--- src/rtl/llsc_pkg.sv ---
package llsc_pkg;
  typedef enum logic [1:0] {
    OP_LOAD  = 2'b00,
    OP_STORE = 2'b01,
    OP_LINK  = 2'b10,
    OP_COND  = 2'b11
  } llsc_op_e;
endpackage

--- src/rtl/llsc_arbiter.sv ---
module llsc_arbiter #(
  parameter int NUM_CORES = 4,
  localparam int IDX_W = (NUM_CORES > 1) ? $clog2(NUM_CORES) : 1
) (
  input  logic                 rst_n,
  input  logic [NUM_CORES-1:0] req,
  output logic [NUM_CORES-1:0] grant,
  output logic [IDX_W-1:0]     grant_idx,
  output logic                 grant_any
);
  always_comb begin
    grant     = '0;
    grant_idx = '0;
    grant_any = 1'b0;
    if (rst_n) begin
      for (int i = 0; i < NUM_CORES; i++) begin
        if (req[i] && !grant_any) begin
          grant[i]  = 1'b1;
          grant_idx = IDX_W'(i);
          grant_any = 1'b1;
        end
      end
    end
  end
endmodule

--- src/rtl/llsc_resv.sv ---
module llsc_resv #(
  parameter int ADDR_W = 4
) (
  input  logic              clk,
  input  logic              rst_n,
  input  logic              link_set,
  input  logic [ADDR_W-1:0] link_addr,
  input  logic              own_cond,
  input  logic              snoop_we,
  input  logic [ADDR_W-1:0] snoop_addr,
  output logic              held,
  output logic [ADDR_W-1:0] held_addr
);
  always_ff @(posedge clk) begin
    if (!rst_n) begin
      held      <= 1'b0;
      held_addr <= '0;
    end else if (link_set) begin
      held      <= 1'b1;
      held_addr <= link_addr;
    end else if (own_cond) begin
      held      <= 1'b0;
    end else if (snoop_we && snoop_addr == held_addr) begin
      held      <= 1'b0;
    end
  end
endmodule

--- src/rtl/llsc_mem.sv ---
module llsc_mem #(
  parameter int ADDR_W = 4,
  parameter int DATA_W = 32,
  localparam int DEPTH = 1 << ADDR_W
) (
  input  logic              clk,
  input  logic              rst_n,
  input  logic              we,
  input  logic [ADDR_W-1:0] waddr,
  input  logic [DATA_W-1:0] wdata,
  input  logic [ADDR_W-1:0] raddr,
  output logic [DATA_W-1:0] rdata
);
  logic [DATA_W-1:0] words [DEPTH];

  always_ff @(posedge clk) begin
    if (!rst_n) begin
      for (int i = 0; i < DEPTH; i++) words[i] <= '0;
    end else if (we) begin
      words[waddr] <= wdata;
    end
  end

  assign rdata = words[raddr];
endmodule

--- src/rtl/llsc_monitor.sv ---
module llsc_monitor
  import llsc_pkg::*;
#(
  parameter int NUM_CORES = 4,
  parameter int ADDR_W    = 4,
  parameter int DATA_W    = 32
) (
  input  logic                        clk,
  input  logic                        rst_n,
  input  logic [NUM_CORES-1:0]        req_valid,
  output logic [NUM_CORES-1:0]        req_ready,
  input  logic [2*NUM_CORES-1:0]      req_op,
  input  logic [ADDR_W*NUM_CORES-1:0] req_addr,
  input  logic [DATA_W*NUM_CORES-1:0] req_wdata,
  output logic [NUM_CORES-1:0]        rsp_valid,
  output logic [DATA_W*NUM_CORES-1:0] rsp_rdata,
  output logic [NUM_CORES-1:0]        rsp_ok
);
  localparam int IDX_W = (NUM_CORES > 1) ? $clog2(NUM_CORES) : 1;

  logic [NUM_CORES-1:0]        grant;
  logic [IDX_W-1:0]            gidx;
  logic                        gany;
  llsc_op_e                    sel_op;
  logic [ADDR_W-1:0]           sel_addr;
  logic [DATA_W-1:0]           sel_wdata;
  logic [DATA_W-1:0]           mem_rdata;
  logic                        cond_ok;
  logic                        mem_we;
  logic [NUM_CORES-1:0]        resv_valid;
  logic [ADDR_W*NUM_CORES-1:0] resv_addr;

  llsc_arbiter #(.NUM_CORES(NUM_CORES)) u_arb (
    .rst_n(rst_n), .req(req_valid), .grant(grant),
    .grant_idx(gidx), .grant_any(gany)
  );

  assign req_ready = grant;

  always_comb begin
    sel_op    = llsc_op_e'(req_op[gidx*2 +: 2]);
    sel_addr  = req_addr[gidx*ADDR_W +: ADDR_W];
    sel_wdata = req_wdata[gidx*DATA_W +: DATA_W];
  end

  assign cond_ok = gany && (sel_op == OP_COND) && resv_valid[gidx]
                   && (resv_addr[gidx*ADDR_W +: ADDR_W] == sel_addr);
  assign mem_we  = gany && ((sel_op == OP_STORE) || cond_ok);

  llsc_mem #(.ADDR_W(ADDR_W), .DATA_W(DATA_W)) u_mem (
    .clk(clk), .rst_n(rst_n), .we(mem_we), .waddr(sel_addr),
    .wdata(sel_wdata), .raddr(sel_addr), .rdata(mem_rdata)
  );

  for (genvar c = 0; c < NUM_CORES; c++) begin : g_core
    llsc_resv #(.ADDR_W(ADDR_W)) u_resv (
      .clk(clk), .rst_n(rst_n),
      .link_set(grant[c] && sel_op == OP_LINK),
      .link_addr(sel_addr),
      .own_cond(grant[c] && sel_op == OP_COND),
      .snoop_we(mem_we), .snoop_addr(sel_addr),
      .held(resv_valid[c]),
      .held_addr(resv_addr[c*ADDR_W +: ADDR_W])
    );

    always_ff @(posedge clk) begin
      if (!rst_n) begin
        rsp_valid[c]                  <= 1'b0;
        rsp_ok[c]                     <= 1'b0;
        rsp_rdata[c*DATA_W +: DATA_W] <= '0;
      end else begin
        rsp_valid[c] <= grant[c];
        rsp_ok[c]    <= grant[c] && cond_ok;
        if (grant[c]) rsp_rdata[c*DATA_W +: DATA_W] <= mem_rdata;
      end
    end
  end
endmodule

--- config.mk ---
export PLATFORM = sky130hd
export DESIGN_NAME = llsc_monitor
export DESIGN_NICKNAME = d
export VERILOG_FILES = /design/src/rtl/llsc_pkg.sv /design/src/rtl/llsc_arbiter.sv /design/src/rtl/llsc_resv.sv /design/src/rtl/llsc_mem.sv /design/src/rtl/llsc_monitor.sv
export SDC_FILE = /design/constraint.sdc
export NUM_CORES = 1
export LEC_CHECK = 0
export ABC_AREA = 0
export BUFFER_PORTS_ARGS = -buffer_cell sky130_fd_sc_hd__buf_2
export CORE_ASPECT_RATIO = 0.7
export CORE_MARGIN = 5
export CORE_UTILIZATION = 40
export CTS_BUF_LIST = sky130_fd_sc_hd__clkbuf_8
export DETAILED_ROUTE_END_ITERATION = 16
export PLACE_DENSITY = 0.66
export SLEW_MARGIN = 20
export SYNTH_ARGS = -nofsm -noshare
export SYNTH_HDL_FRONTEND = slang
export SYNTH_SLANG_ARGS = --single-unit
--- constraint.sdc ---
create_clock -name clk -period 8.1 [get_ports clk]
set_input_delay 1.62 -clock clk [delete_from_list [all_inputs] [get_ports clk]]
set_output_delay 1.62 -clock clk [all_outputs]
set_load 0.01 [all_outputs]
==> reports/results.ini <==
[clock_network]
cts_root_buf = clkbuf_8
cts_resized = 0
htreeDepth = 3
path_clk_slew_ns = 0.06
cts_sinks = 668
hold_buffers = 0
cts_buffer_depth = 3
cts_tree = yes
cts_buffers = 98
clock_latency_ns = 0.70
cts_setup_buffers = 0

[floorplan]
start_util = 0.404
io_pins = 298
die_area_sq_um = 76200
core_area_sq_um = 69900
rows = 81
fp.dieH_um = 232
die_w_um = 328

[synth]
yosysWarnings = 0
syn-cell-area_sq_um = 28300
synth_fp_nets = 2646
syn_area_per_cell_sq_um = 11.4
ys_seq_area_frac = 0.655
ys_types = 48
synth-edff-count = 512
synthFlopType = edfxtp_1
yosysTopAreaCell = edfxtp_1
ys_top_cells_by_area = edfxtp_1, dfxtp_1, mux2i_1
yosysTopAreaCellShare = 0.544
synth-seq-cells = 668
netlist_instances = 2488
ys_async_sr_fraction = 0

[sta]
max_freq_mhz = 167
slew_violations = 0
fin_tns_setup_ns = 0
hold_viol_final = 0
worst_hold_slack_ns = 0.447
rsz0062_at_grt = no
period_minus_slack_ns = 6.00
skew_ns = 0.0417
slew-limit-headroom = 0.246
timing.final.crit_share = 0.741
setup_violations = 0
tightest_slew_ns = 1.13

[placed_design]
finalWeightedCongestion = 0.896
hpwl_mm = 54.7
io_buffers = 297

[worst_setup_path]
start_kind = input pin
reg2reg_depth = 9
crit_arrival_ns = 6.31
critical_path_buf_inv_count = 4
worstPathCellList = buf_4 -> buf_4 -> inv_1 -> a31oi_1 -> and3_1 -> buf_4 -> o2111ai_4 -> nand2_2
crit_slowest_cell = nand2_2
reg2reg_setup_slack_ns = 4.35
critical_path.top_delay_family = buffers and inverters
crit_path_max_incr_delay_ns = 0.92
path_class = input pin to flop
rr_startpoint = g_core[2].u_resv.held
worstPathRequired_ns = 8.41
startpoint = rst_n
crit_path_end_kind = flop
cp-endpoint = u_mem.words[3][21]
worstPathMaxFanout = 78
cpMostUsedCell = buf_4
r2r_end = u_mem.words[3][21]
cp.depth = 8

[global_routing]
track_usage = 0.221
grt_pass1_wl_mm = 128
antenna_found_initial = 0
grt.overflow.total = 0
grt_start_max_net_pins = 94
grt_pass1_vias = 20600

[route]
routed_wl_mm = 86.6
wl_per_cell_um = 23.1
drtIter0Drc = 2443
first_pass_iters = 5
ant_nets = 0
vias = 21000
drc_errors = 0
avgViaCountPerCell = 5.61

[pwr]
clockPowerShare = 0.358
seqPwrFrac = 0.529
p_comb_frac = 0.114
switchingPower_uw = 1920
ir_worst_vdd_uv = 130
intPower_uw = 5340
p_per_area_nw_per_um2 = 220
p_leak_uw = 0.0132
switching_share = 0.265

[cells_and_area]
drive_gt1_frac = 0.201
nFillCells = 6342
regArea_sq_um = 18500
final_nets = 2913
area_growth_pct = 16.7
multi_input_area_sq_um = 9320
antenna_cells = 0

[job]
max-cap-violations = 0

[min_path]
hold-path-cell-count = 2
hold_path.class = flop to flop

[outcome]
status = finished, final reports clean

-- cell usage after synthesis, types with 2 or more instances --
| library cell | count |
|---|---|
| a221oi_2 | 2 |
| and3_1 | 3 |
| o2111ai_1 | 8 |
| or2_2 | 2 |
| dfxtp_1 | 156 |
| a22oi_1 | 2 |
| inv_1 | 9 |
| nand2b_1 | 5 |
| nor2b_1 | 2 |
| nor2_1 | 535 |
| buf_4 | 2 |
| xnor2_1 | 20 |
| a21oi_1 | 9 |
| nand2_1 | 231 |
| a221o_1 | 3 |
| clkbuf_1 | 161 |
| nor4_1 | 36 |
| nand3_1 | 133 |
| buf_1 | 27 |
| o22ai_1 | 130 |
| a221oi_1 | 3 |
| and2_0 | 2 |
| buf_2 | 22 |
| o2111ai_2 | 8 |
| o21ai_0 | 136 |
| a211oi_1 | 12 |
| o21ai_1 | 34 |
| nand3b_1 | 2 |
| a31oi_1 | 5 |
| mux2i_1 | 259 |
| edfxtp_1 | 512 |
-- worst min-delay path, delay by kind of cell (launching register included) --
family	cells	cell delay (ns)
DFF	1	0.32
AOI/OAI and AO/OA	1	0.05
and+or+nand+nor	1	0.04
-- stage by stage --
| stage | util | worst slack, ns | cell area (sq um) | cells | total power (uW) |
|---|---|---|---|---|---|
| 2_1_floorplan | - | 2.94 | 28300 | 2488 | 4360 |
| 3_3_place_gp | 0.445 | 1.66 | 31100 | 3568 | 4710 |
| 3_5_place_dp | 0.445 | 1.54 | 31100 | 3568 | 4730 |
| 4_1_cts | 0.471 | 2.25 | 32900 | 3748 | 7290 |
| 5_1_grt | 0.472 | 1.77 | 33000 | 3748 | 7530 |
| 6_report | 0.472 | 2.10 | 33000 | 3748 | 7260 |
-- state kept, by name, summed over array words and instances (netlist names) --
name                     count
g_core.u_resv.held_addr     16
u_mem.words                512
rsp_ok                       4
rsp_rdata                  128
g_core.u_resv.held           4
rsp_valid                    4
-- how the worst min path moves through the flow --
stage,startpoint,end,slack (ns)
finish,rsp_rdata[1],rsp_rdata[1],0.45
global placement,rsp_rdata[12],rsp_rdata[12],0.43
CTS,rsp_rdata[1],rsp_rdata[1],0.45
floorplan,g_core[0].u_resv.held_addr[3],g_core[0].u_resv.held_addr[3],0.48
detailed placement,rsp_rdata[1],rsp_rdata[1],0.44
global route,rsp_rdata[1],rsp_rdata[1],0.48
-- cell usage in the layout, fill, tap and decap left out, types with 19 or more instances in the layout --
master    instances
clkbuf_8        108
mux2i_1         259
o21ai_0         136
inv_1            43
dfxtp_1         156
buf_4            83
xnor2_1          20
clkinv_1         19
nand2_1         211
edfxtp_1        512
nand3_1         133
buf_2           296
nor2_1          535
nor4_1           36
o22ai_1         130
-- metal layers --
metal / routed length [um] / up-vias / track usage
met5: 0 / - / 0
met4: 1850 / 0 / 0.0552
met3: 8250 / 130 / 0.0525
met2: 41300 / 1003 / 0.360
met1: 35300 / 10400 / 0.302
li1: - / 9468 / -
-- final cells by class --
| class | count | area share |
|---|---|---|
| sequential | 668 | 0.561 |
| multi-input combinational | 1596 | 0.283 |
| inverter | 11 | 0.00125 |
| clock inverter | 72 | 0.0110 |
| timing repair buffer | 380 | 0.0644 |
| tap | 913 | 0.0346 |
| clock buffer | 108 | 0.0451 |
-- kinds of logic after synthesis --
| kind of cell | share of synthesized area |
|---|---|
| muxes | 0.0917 |
| DFF | 0.655 |
| buffers and inverters | 0.0310 |
| xor gates and xnor gates | 0.00620 |
| AOI/OAI and AO/OA | 0.0778 |
| and+or+nand+nor | 0.139 |
-- power by group through the flow --
stage          Combinational [uW]  Clock (uW)  Sequential, uW
2_1_floorplan                 450           0            3910
3_3_place_gp                  806           0            3910
3_5_place_dp                  821           0            3910
4_1_cts                       823        2620            3840
5_1_grt                       877        2800            3850
6_report                      825        2600            3840
Note: power is estimated with default switching activity, not from simulation.
